<file path="src/rtl/servo_pkg.sv">
package servo_pkg;
  localparam int DATA_W  = 16;
  localparam int SHIFT_W = 3;
  localparam int FRAC_W  = 8;

  typedef enum logic {SRC_DISP = 1'b0, SRC_LOAD = 1'b1} src_e;
endpackage

</file>
<file path="src/rtl/servo_tick.sv">
module servo_tick #(
  parameter int FAST_DIV = 2500,
  parameter int SLOW_DIV = 50
) (
  input  logic clk_i,
  input  logic rst_ni,
  output logic fast_o,
  output logic slow_o
);
  localparam int FW = (FAST_DIV > 1) ? $clog2(FAST_DIV) : 1;
  localparam int SW = (SLOW_DIV > 1) ? $clog2(SLOW_DIV) : 1;

  logic [FW-1:0] f_q;
  logic [SW-1:0] s_q;

  assign fast_o = (f_q == FW'(FAST_DIV - 1));
  assign slow_o = fast_o && (s_q == SW'(SLOW_DIV - 1));

  always_ff @(posedge clk_i or negedge rst_ni) begin
    if (!rst_ni) begin
      f_q <= '0;
      s_q <= '0;
    end else begin
      f_q <= fast_o ? '0 : f_q + 1'b1;
      if (fast_o) s_q <= slow_o ? '0 : s_q + 1'b1;
    end
  end
endmodule

</file>
<file path="src/rtl/servo_lim_filter.sv">
module servo_lim_filter #(
  parameter int DW = servo_pkg::DATA_W,
  parameter int KW = servo_pkg::SHIFT_W
) (
  input  logic                 clk_i,
  input  logic                 rst_ni,
  input  logic                 tick_i,
  input  logic signed [DW-1:0] x_i,
  input  logic        [KW-1:0] shift_i,
  input  logic signed [DW-1:0] hi_lim_i,
  input  logic signed [DW-1:0] lo_lim_i,
  input  logic                 clr_i,
  output logic signed [DW-1:0] y_o,
  output logic                 hi_o,
  output logic                 lo_o,
  output logic                 fault_o,
  output logic signed [DW-1:0] pv_ok_o
);
  localparam int EW = DW + 1;

  logic signed [DW-1:0] y_q, ok_q;
  logic signed [EW-1:0] diff, incr;
  logic                 fault_q;

  assign diff = EW'(x_i) - EW'(y_q);
  assign incr = diff >>> shift_i;
  assign hi_o = (y_q > hi_lim_i);
  assign lo_o = (y_q < lo_lim_i);

  always_ff @(posedge clk_i or negedge rst_ni) begin
    if (!rst_ni) begin
      y_q     <= '0;
      ok_q    <= '0;
      fault_q <= 1'b0;
    end else begin
      if (tick_i) y_q <= DW'(EW'(y_q) + incr);
      if (!hi_o && !lo_o) ok_q <= y_q;  // gate: only in-range values reach the loop
      if (hi_o || lo_o)   fault_q <= 1'b1;
      else if (clr_i)     fault_q <= 1'b0;
    end
  end

  assign y_o     = y_q;
  assign pv_ok_o = ok_q;
  assign fault_o = fault_q;
endmodule

</file>
<file path="src/rtl/servo_pid.sv">
module servo_pid #(
  parameter int DW   = servo_pkg::DATA_W,
  parameter int FRAC = servo_pkg::FRAC_W
) (
  input  logic                 clk_i,
  input  logic                 rst_ni,
  input  logic                 tick_i,
  input  logic                 freeze_i,
  input  logic signed [DW-1:0] sp_i,
  input  logic signed [DW-1:0] pv_i,
  input  logic signed [DW-1:0] kp_i,
  input  logic signed [DW-1:0] ki_i,
  input  logic signed [DW-1:0] kd_i,
  output logic signed [DW-1:0] u_o,
  output logic                 vld_o
);
  localparam int EW = DW + 1;
  localparam int PW = 2 * DW + 3;
  localparam int SW = PW + 2;
  localparam logic signed [SW-1:0] MAXV = (SW'(1) <<< (DW - 1)) - SW'(1);
  localparam logic signed [SW-1:0] MINV = -MAXV - SW'(1);

  logic signed [EW-1:0] err, err_q;
  logic signed [PW-1:0] p_prod, i_prod, d_prod, pd_sum;
  logic signed [SW-1:0] i_sum, u_sum;
  logic signed [DW-1:0] i_q, i_nx, u_q;
  logic                 sat_q, u_sat, int_en;

  function automatic logic signed [DW-1:0] clip(input logic signed [SW-1:0] v);
    if (v > MAXV)      return DW'(MAXV);
    else if (v < MINV) return DW'(MINV);
    else               return DW'(v);
  endfunction

  assign err    = EW'(sp_i) - EW'(pv_i);
  assign p_prod = PW'(kp_i) * PW'(err);
  assign i_prod = PW'(ki_i) * PW'(err);
  assign d_prod = PW'(kd_i) * (PW'(err) - PW'(err_q));
  assign pd_sum = p_prod + d_prod;

  assign int_en = !freeze_i && !sat_q;  // anti-windup and fault hold
  assign i_sum  = SW'(i_q) + SW'(i_prod >>> FRAC);
  assign i_nx   = int_en ? clip(i_sum) : i_q;
  assign u_sum  = SW'(i_nx) + SW'(pd_sum >>> FRAC);
  assign u_sat  = (u_sum > MAXV) || (u_sum < MINV);

  always_ff @(posedge clk_i or negedge rst_ni) begin
    if (!rst_ni) begin
      err_q <= '0;
      i_q   <= '0;
      u_q   <= '0;
      sat_q <= 1'b0;
      vld_o <= 1'b0;
    end else begin
      vld_o <= tick_i;
      if (tick_i) begin
        err_q <= err;
        i_q   <= i_nx;
        u_q   <= clip(u_sum);
        sat_q <= u_sat;
      end
    end
  end

  assign u_o = u_q;
endmodule

</file>
<file path="src/rtl/servo_slew.sv">
module servo_slew #(
  parameter int DW = servo_pkg::DATA_W
) (
  input  logic                 clk_i,
  input  logic                 rst_ni,
  input  logic                 vld_i,
  input  logic                 fault_i,
  input  logic signed [DW-1:0] u_i,
  input  logic        [DW-1:0] step_i,
  input  logic signed [DW-1:0] safe_i,
  output logic signed [DW-1:0] dac_o
);
  localparam int XW = DW + 2;

  logic signed [DW-1:0] q;
  logic signed [XW-1:0] delta, lim, clamp;

  assign delta = XW'(u_i) - XW'(q);
  assign lim   = {2'b00, step_i};
  assign clamp = (delta > lim) ? lim : ((delta < -lim) ? -lim : delta);

  always_ff @(posedge clk_i or negedge rst_ni) begin
    if (!rst_ni)      q <= '0;
    else if (fault_i) q <= safe_i;  // restart slewing from the safe code
    else if (vld_i)   q <= DW'(XW'(q) + clamp);
  end

  assign dac_o = fault_i ? safe_i : q;
endmodule

</file>
<file path="src/rtl/servo_seq.sv">
module servo_seq #(
  parameter int DW       = servo_pkg::DATA_W,
  parameter int KW       = servo_pkg::SHIFT_W,
  parameter int FRAC     = servo_pkg::FRAC_W,
  parameter int FAST_DIV = 2500,
  parameter int SLOW_DIV = 50
) (
  input  logic                 clk_i,
  input  logic                 rst_ni,
  input  logic signed [DW-1:0] disp_adc_i,
  input  logic signed [DW-1:0] load_adc_i,
  input  logic                 src_sel_i,
  input  logic        [KW-1:0] filt_shift_i,
  input  logic signed [DW-1:0] lim_hi_i,
  input  logic signed [DW-1:0] lim_lo_i,
  input  logic signed [DW-1:0] setpoint_i,
  input  logic signed [DW-1:0] kp_i,
  input  logic signed [DW-1:0] ki_i,
  input  logic signed [DW-1:0] kd_i,
  input  logic        [DW-1:0] step_i,
  input  logic signed [DW-1:0] safe_val_i,
  input  logic                 fault_clr_i,
  output logic signed [DW-1:0] dac_o,
  output logic signed [DW-1:0] pv_o,
  output logic                 hi_flag_o,
  output logic                 lo_flag_o,
  output logic                 fault_o
);
  logic                 fast_tick, slow_tick, pid_vld;
  logic signed [DW-1:0] fb_sel, pv_ok, pid_u;

  assign fb_sel = (servo_pkg::src_e'(src_sel_i) == servo_pkg::SRC_LOAD) ? load_adc_i : disp_adc_i;

  servo_tick #(.FAST_DIV(FAST_DIV), .SLOW_DIV(SLOW_DIV)) u_tick (
    .clk_i (clk_i), .rst_ni(rst_ni), .fast_o(fast_tick), .slow_o(slow_tick)
  );

  servo_lim_filter #(.DW(DW), .KW(KW)) u_filt (
    .clk_i   (clk_i),      .rst_ni  (rst_ni),    .tick_i (fast_tick),
    .x_i     (fb_sel),     .shift_i (filt_shift_i),
    .hi_lim_i(lim_hi_i),   .lo_lim_i(lim_lo_i),  .clr_i  (fault_clr_i),
    .y_o     (pv_o),       .hi_o    (hi_flag_o), .lo_o   (lo_flag_o),
    .fault_o (fault_o),    .pv_ok_o (pv_ok)
  );

  servo_pid #(.DW(DW), .FRAC(FRAC)) u_pid (
    .clk_i (clk_i),      .rst_ni  (rst_ni), .tick_i(slow_tick), .freeze_i(fault_o),
    .sp_i  (setpoint_i), .pv_i    (pv_ok),
    .kp_i  (kp_i),       .ki_i    (ki_i),   .kd_i  (kd_i),
    .u_o   (pid_u),      .vld_o   (pid_vld)
  );

  servo_slew #(.DW(DW)) u_slew (
    .clk_i (clk_i),  .rst_ni(rst_ni), .vld_i (pid_vld), .fault_i(fault_o),
    .u_i   (pid_u),  .step_i(step_i), .safe_i(safe_val_i), .dac_o(dac_o)
  );
endmodule

</file>
<file path="config.mk">
export PLATFORM = sky130hd
export DESIGN_NAME = servo_seq
export DESIGN_NICKNAME = d
export VERILOG_FILES = /design/src/rtl/servo_pkg.sv /design/src/rtl/servo_tick.sv /design/src/rtl/servo_lim_filter.sv /design/src/rtl/servo_pid.sv /design/src/rtl/servo_slew.sv /design/src/rtl/servo_seq.sv
export SDC_FILE = /design/constraint.sdc
export NUM_CORES = 2
export LEC_CHECK = 0
export BUFFER_PORTS_ARGS = -buffer_cell sky130_fd_sc_hd__buf_2
export CAP_MARGIN = 15
export CORE_MARGIN = 3
export CORE_UTILIZATION = 55
export DETAILED_ROUTE_END_ITERATION = 12
export HOLD_SLACK_MARGIN = 0.12
export PLACE_DENSITY = 0.85
export RECOVER_POWER = 50
export SLEW_MARGIN = 20
export SYNTH_ARGS = -nofsm -noshare
export SYNTH_HDL_FRONTEND = slang
export SYNTH_SLANG_ARGS = --single-unit
</file>
<file path="constraint.sdc">
create_clock -name clk_i -period 13.9 [get_ports clk_i]
set_input_delay 2.085 -clock clk_i [delete_from_list [all_inputs] [get_ports clk_i]]
set_output_delay 2.085 -clock clk_i [all_outputs]
set_load 0.01 [all_outputs]
</file>
# [Word-level counts from Yosys, hierarchy flattened]
# Index checks and enable logic that the tools add are counted.
[totals] regBits=118 output_inout_bits=35
[op_classes] addsub=12 multipliers=3 order_cmp=8 n_eq_ne=2 n_shift=1 mux=15 n_reduce_logical=11
[ops] operator="two-way mux 16 bit" n=11
[ops] operator="> comparator 37 x 16 -> 1 bit, second input constant" n=2
[ops] operator="less-than comparator 37 x 16 -> 1 bit, second input constant" n=2
[ops] operator="multiplier 16 x 17 -> 33 bit" n=2
[ops] operator="subtractor 16 x 16 -> 17 bit" n=3
[ops] operator="adder 33 x 34 -> 35 bit" n=1
[ops] operator="multiplier 16 x 18 -> 34 bit" n=1
[ops] operator="adder 16 bit" n=2
[ops] operator="adder 16 x 27 -> 28 bit" n=1
[ops] operator="adder 16 x 25 -> 26 bit" n=1
[ops] operator="less-than comparator 17 x 18 -> 1 bit" n=1
[ops] operator="negator 16 -> 18 bit" n=1
[ops] operator="subtractor 17 x 17 -> 18 bit" n=1
[ops] operator="> comparator 17 bit" n=1
[ops] operator=">>> shifter 17 x 3 -> 16 bit" n=1
[ops] operator="> comparator 16 bit" n=1
[ops] operator="less-than comparator 16 bit" n=1
[ops] operator="adder 12 x 1 -> 12 bit, second input constant" n=1
[ops] operator="== test 12 bit, second input constant" n=1
[ops] operator="two-way mux 12 bit" n=1
[ops] operator="adder 6 x 1 -> 6 bit, second input constant" n=1
[ops] operator="== test 6 bit, second input constant" n=1
[ops] operator="two-way mux 6 bit" n=1
[ops] operator="logical NOT 1 bit" n=4
[ops] operator="other kinds (4)" n=9

# [Depth between registers and ports, before layout]
[logic_depth] word_depth=11 mapped_depth=77

# [Cells and area by module]
# Synthesis repeated with hierarchy kept, for this count alone.
[unflattened] hier_cells=5257 area_unflattened_um2=46509.6
[by_module_without_submodules] module="servo_pid" n_inst=1 cells_per_inst=4130 area_each_um2=37168.1
[by_module_without_submodules] module="servo_lim_filter" n_inst=1 cells_per_inst=525 area_each_um2=4454.3
[by_module_without_submodules] module="servo_slew" n_inst=1 cells_per_inst=500 area_each_um2=3737.3
[by_module_without_submodules] module="servo_tick" n_inst=1 cells_per_inst=84 area_each_um2=900.9
[by_module_without_submodules] module="servo_seq" n_inst=1 cells_per_inst=18 area_each_um2=249.0

# [Worst setup path before layout]
# Ideal clock, no wire load.
[synth_timing] path_kind="input port to flip-flop" startpoint="input setpoint_i[1]" endpoint="register u_pid.u_q[4] (netlist: u_pid.u_o[4])" setup_time_ns=0.073 t_arrival_ns=16.374 slack_ns=-2.548 stages=72 path_cell_list="ha_1 nor2b_1 o21ai_0 nand2b_1 a21o_1 a21o_1 a21o_1 nand2_1 a21boi_0 o21ai_0 a21boi_0 o21ai_0 nand2b_1 a21o_1 a21o_1 a21o_1 a21oi_1 xnor2_1 [36 not listed] a21o_1 a21oi_1 o21bai_1 a21oi_1 nor2b_1 o21a_1 o21ai_0 nor2_1 mux2i_1 a211oi_2 o31ai_1 a21oi_1 or3_1 a2111oi_0 a41o_1 buf_4 nand2_1 a21oi_2"
[synth_via] elab_chain_cells=11 word_cells_on_any_way=17 classes_between="add/sub (5); mul (3); order compare (4); mux (5)"
[synth_lines] item="from (decl)" line="servo_seq.sv:16" source="input logic signed [DW-1:0] setpoint_i,"
[synth_lines] item="subtractor 16 x 16 -> 17 bit (*)" line="servo_pid.sv:35" source="assign err = EW'(sp_i) - EW'(pv_i);"
[synth_lines] item="via u_pid.err[15]" line="servo_pid.sv:23" source="logic signed [EW-1:0] err, err_q;"
[synth_lines] item="multiplier 16 x 17 -> 33 bit (*)" line="servo_pid.sv:37" source="assign i_prod = PW'(ki_i) * PW'(err);"
[synth_lines] item="adder 16 x 25 -> 26 bit (*)" line="servo_pid.sv:42" source="assign i_sum = SW'(i_q) + SW'(i_prod >>> FRAC);"
[synth_lines] item="less-than comparator 37 x 16 -> 1 bit" line="servo_pid.sv:31" source="else if (v < MINV) return DW'(MINV);"
[synth_lines] item="two-way mux 16 bit" line="servo_pid.sv:31"
[synth_lines] item="two-way mux 16 bit (*)" line="servo_pid.sv:30" source="if (v > MAXV) return DW'(MAXV);"
[synth_lines] item="two-way mux 16 bit (*)" line="servo_pid.sv:43" source="assign i_nx = int_en ? clip(i_sum) : i_q;"
[synth_lines] item="via u_pid.i_nx[1]" line="servo_pid.sv:26" source="logic signed [DW-1:0] i_q, i_nx, u_q;"
[synth_lines] item="adder 16 x 27 -> 28 bit (*)" line="servo_pid.sv:44" source="assign u_sum = SW'(i_nx) + SW'(pd_sum >>> FRAC);"
[synth_lines] item="less-than comparator 37 x 16 -> 1 bit" line="servo_pid.sv:31"
[synth_lines] item="two-way mux 16 bit" line="servo_pid.sv:31"
[synth_lines] item="two-way mux 16 bit (*)" line="servo_pid.sv:30"
[synth_lines] item="to (signal assigned)" line="servo_pid.sv:59" source="u_q <= clip(u_sum);"
[synth_lines] item="to (decl)" line="servo_pid.sv:26"
# Mark *: on every way through the listed nets, which the timed path passes. The rest lies on a longest branch.
# A chain may end at the register's enable or synchronous reset.

# [Worst setup path after layout]
[layout_timing] startpoint="input setpoint_i[0]" endpoint="register u_pid.u_q[5] (netlist: u_pid.u_o[5])"
[layout_via] elab_chain_cells=11 word_cells_on_any_way=17 classes_between="add/sub (5); mul (3); order compare (4); mux (5)"
[layout_lines] item="subtractor 16 x 16 -> 17 bit (*)" line="servo_pid.sv:35"
[layout_lines] item="multiplier 16 x 17 -> 33 bit (*)" line="servo_pid.sv:37"
[layout_lines] item="adder 16 x 25 -> 26 bit (*)" line="servo_pid.sv:42"
[layout_lines] item="less-than comparator 37 x 16 -> 1 bit" line="servo_pid.sv:31"
[layout_lines] item="two-way mux 16 bit" line="servo_pid.sv:31"
[layout_lines] item="two-way mux 16 bit (*)" line="servo_pid.sv:30"
[layout_lines] item="two-way mux 16 bit (*)" line="servo_pid.sv:43"
[layout_lines] item="via u_pid.i_nx[2]" line="servo_pid.sv:26"
[layout_lines] item="adder 16 x 27 -> 28 bit (*)" line="servo_pid.sv:44"
[layout_lines] item="less-than comparator 37 x 16 -> 1 bit" line="servo_pid.sv:31"
[layout_lines] item="two-way mux 16 bit" line="servo_pid.sv:31"
[layout_lines] item="two-way mux 16 bit (*)" line="servo_pid.sv:30"
# Marked as above.

==> results.py <==
metrics = {
    "synthesis": {
        "synth_area_leaders": "fa_1 (40%), ha_1 (12%), inv_1 (9.4%), dfrtp_1 (6.5%), nand2_1 (5.4%)",
        "avgSynthCellArea_sq_um": 8.740,
        "ys_seq_area_frac": 0.06468,
        "ys_seq_elements": 118,
        "synth_top_area_frac": 0.4008,
        "syn_area_sq_um": 45650,
        "async_reset_ff_frac": 1.000,
        "synthDistinctLibCells": 92,
        "synth_edf_count": 0,
        "synth-main-ff-cell": "dfrtp_1",
        "synth_top_area_cell": "fa_1",
        "synth_nets": 6753,
        "yosys-top-cells-count": "inv_1 (1143), fa_1 (914), nand2_1 (653), ha_1 (449), and2_1 (260)",
        "synth_most_common_cell": "inv_1",
        "yosys_warnings": 0,
        "synth_cells": 5223,
    },
    "route": {
        "drc": 0,
        "drt_iter0_drc": 2678,
        "drt_pre_antenna_iters": 8,
        "wl_per_cell_microns": 18.78,
        "vias": 38803,
        "via_per_inst": 5.584,
        "wirelength_microns": 130500,
        "drtAntennaViolNets": 0,
    },
    "critical_path": {
        "arrival_ns": 16.00,
        "cpMostUsedCell": "a21o_1",
        "endpoint_kind": "register",
        "crit_buf_inv": 10,
        "reg2reg_to": "u_pid.u_o[5]$_DFFE_PN0P_",
        "crit_type": "in2reg",
        "crit_required_ns": 14.28,
        "cpMaxStageDelayCell": "fa_1",
        "crit_fanout": 8,
        "reg2reg_from": "u_filt.pv_ok_o[1]$_DFFE_PN0P_",
        "start_kind": "input port",
        "crit_family": "compound AO/OA/AOI/OAI gates",
        "cpPeakStageDelay_ns": 0.56,
        "worstRegToRegCells": 70,
        "reg2reg_setup_slack_ns": -0.45,
    },
    "hold_path": {
        "min_from": "u_pid.err_q[1]$_DFFE_PN0P_",
        "holdPathStages": 2,
        "hold_class": "reg2reg",
        "hold_end": "u_pid.err_q[1]$_DFFE_PN0P_",
    },
    "global_route": {
        "overflow": 0,
        "grt_pass1_wl_microns": 213100,
        "grt_usage": 0.3095,
        "antenna_found_initial": 19,
        "grt_max_degree": 68,
        "first_global_vias": 42956,
    },
    "placement": {
        "dp_worst_setup_slack_ns": -2.325,
        "place_congestion": 0.9497,
        "io_buffer_count": 201,
        "hpwl_microns": 107800,
    },
    "final_layout": {
        "nFillCells": 6120,
        "nets": 7386,
        "syn_to_final_growth_pct": 17.21,
        "multiInputGateArea_sq_um": 38500,
        "drive_above_1_share": 0.1818,
        "register_area_sq_um": 2953,
    },
    "floorplan": {
        "die_area_sq_um": 86490,
        "rows": 105,
        "die_width_microns": 294.1,
        "core_sq_um": 82110,
        "die_y_microns": 294.1,
        "ios": 202,
        "initial_core_util": 0.5560,
    },
    "outcome": {
        "violations": "max-capacitance violations, max-slew violations, negative setup slack",
        "outcome": "complete, but fails checks",
    },
    "clock_tree": {
        "cts_hold_buf": 0,
        "clk_path_buf_depth": 2,
        "cts_made_buffers": 17,
        "cts_num_sinks": 118,
        "cts_htree_levels": 4,
        "cts_tree": "yes",
        "clk_pin_slew_ns": 0.06,
        "root_buffer": "clkbuf_16",
        "clock_latency_ns": 0.46,
    },
    "sta": {
        "setup_viol": 17,
        "final_max_slew_viol_count": 173,
        "hold_viol": 0,
        "clock.fmax_mhz": 64.02,
        "finClkSkew_ns": 0.01407,
        "rsz0062_at_grt": "yes",
        "min_period_ns": 15.62,
        "worstMarginPinSlew_ns": 3.791,
        "slew_headroom": -1.527,
        "finalSetupTns_ns": -28.09,
        "layout_setup_ws_ns": -1.720,
        "post-route-period-util": 1.124,
    },
    "flow_run": {
        "max_cap_violations": 4,
    },
}
## worst max path at each step
stage	startpoint	endpoint	slack [ns]	depth (start not counted)
global route	setpoint_i[0]	u_pid.u_o[5]$_DFFE_PN0P_	-2.34	65
detailed placement	setpoint_i[0]	u_pid.u_o[0]$_DFFE_PN0P_	-2.33	70
CTS	setpoint_i[0]	u_pid.u_o[0]$_DFFE_PN0P_	-1.37	72
finish	setpoint_i[0]	u_pid.u_o[5]$_DFFE_PN0P_	-1.72	70
global placement	setpoint_i[1]	u_pid.u_o[6]$_DFFE_PN0P_	-1.86	69
floorplan	setpoint_i[1]	u_pid.u_o[10]$_DFFE_PN0P_	-1.69	70
## layout by cell type (no fill, tap or decap), types with 17 or more instances in the layout
cell type | netlist | final
ha_1 | 449 | 433
clkbuf_1 | 184 | 20
and2_1 | 260 | 255
nor3_1 | 40 | 31
o21ai_0 | 216 | 193
nor2b_1 | 86 | 85
nand2_1 | 653 | 642
mux2i_1 | 36 | 36
o21a_1 | 37 | 37
xnor2_1 | 135 | 127
a21oi_2 | 10 | 25
buf_2 | 0 | 183
o21bai_1 | 38 | 37
fa_1 | 914 | 908
nand4_1 | 23 | 23
buf_4 | 1 | 586
a31oi_1 | 20 | 19
a21oi_1 | 167 | 148
nor2_1 | 211 | 200
or3_1 | 26 | 26
xor2_1 | 43 | 36
a21o_1 | 58 | 58
nand2b_1 | 75 | 73
mux2_2 | 42 | 40
clkbuf_16 | 0 | 17
inv_1 | 1143 | 1127
nand3_1 | 27 | 25
dfrtp_1 | 118 | 118
## final cells by class
| class | count | share of cell area |
|---|---|---|
| Antenna cell | 10 | 0.0004677 |
| Tap cell | 1070 | 0.02502 |
| Multi-Input combinational cell | 3761 | 0.7196 |
| Clock inverter | 15 | 0.002853 |
| Sequential cell | 118 | 0.05519 |
| Timing Repair Buffer | 813 | 0.1085 |
| Inverter | 1145 | 0.08037 |
| Clock buffer | 17 | 0.007951 |
## repair_timing
action	CTS	global route
setup endpoints to repair	17	17
setup buffers	55	15
gates resized for setup	81	55
gates cloned	2	0
pin swaps	44	47
## per-layer routing
layer  GRT usage  share of wire  vias up  wire, microns
met5           0        0.00067        -             88
met1      0.3582           0.36    19231          46670
met2      0.5362           0.50     1742          64790
li1            -              -    17303              -
met4      0.1657          0.059       12           7651
met3     0.06906          0.087      515          11330
## stage by stage
step	cell area [sq um]	hold WS, ns	cells	util
after floorplan	46040	0.4432	5223	-
after global placement	51810	0.4658	6835	0.6310
after detailed placement	51810	0.4784	6835	0.6310
after CTS	53160	0.4879	6924	0.6475
after global routing	53490	0.5181	6943	0.6515
final	53510	0.4902	6949	0.6516
## worst register-to-register path, delay by kind of cell, from the launching register on
family	cells	cell delay (ns)
AOI/OAI and AO/OA	33	5.99
adders and majority gates	10	4.10
and+or+nand+nor	16	2.49
buffers and inverters	8	0.79
DFF	1	0.38
xor gates and xnor gates	2	0.30
muxes	1	0.22
## cell families (layout without fill, tap and decap cells)
| group | Yosys count | count (layout) | synth area share |
|---|---|---|---|
| flip-flops | 118 | 118 | 0.06468 |
| buffers and inverters | 1344 | 1990 | 0.1110 |
| XOR/XNOR | 178 | 178 | 0.03415 |
| adder cells (fa/ha/maj) | 1363 | 1363 | 0.5239 |
| other | 0 | 10 | 0 |
| AND/OR/NAND/NOR | 1471 | 1471 | 0.1546 |
| multiplexers | 78 | 78 | 0.01825 |
| AO/OA/AOI/OAI | 671 | 671 | 0.09344 |
## flip-flops by register name, summed over array words and instances, names as in the netlist
register        flops
u_pid.i_q          16
u_pid.err_q        17
u_pid.vld_o         1
u_pid.sat_q         1
u_tick.f_q         12
u_filt.pv_ok_o     16
u_slew.q           16
u_filt.fault_o      1
u_filt.y_o         16
u_tick.s_q          6
u_pid.u_o          16
Power is left out: the tool's default activity adds up to more than one toggle a clock period on the data nets, which glitch-free logic cannot reach.
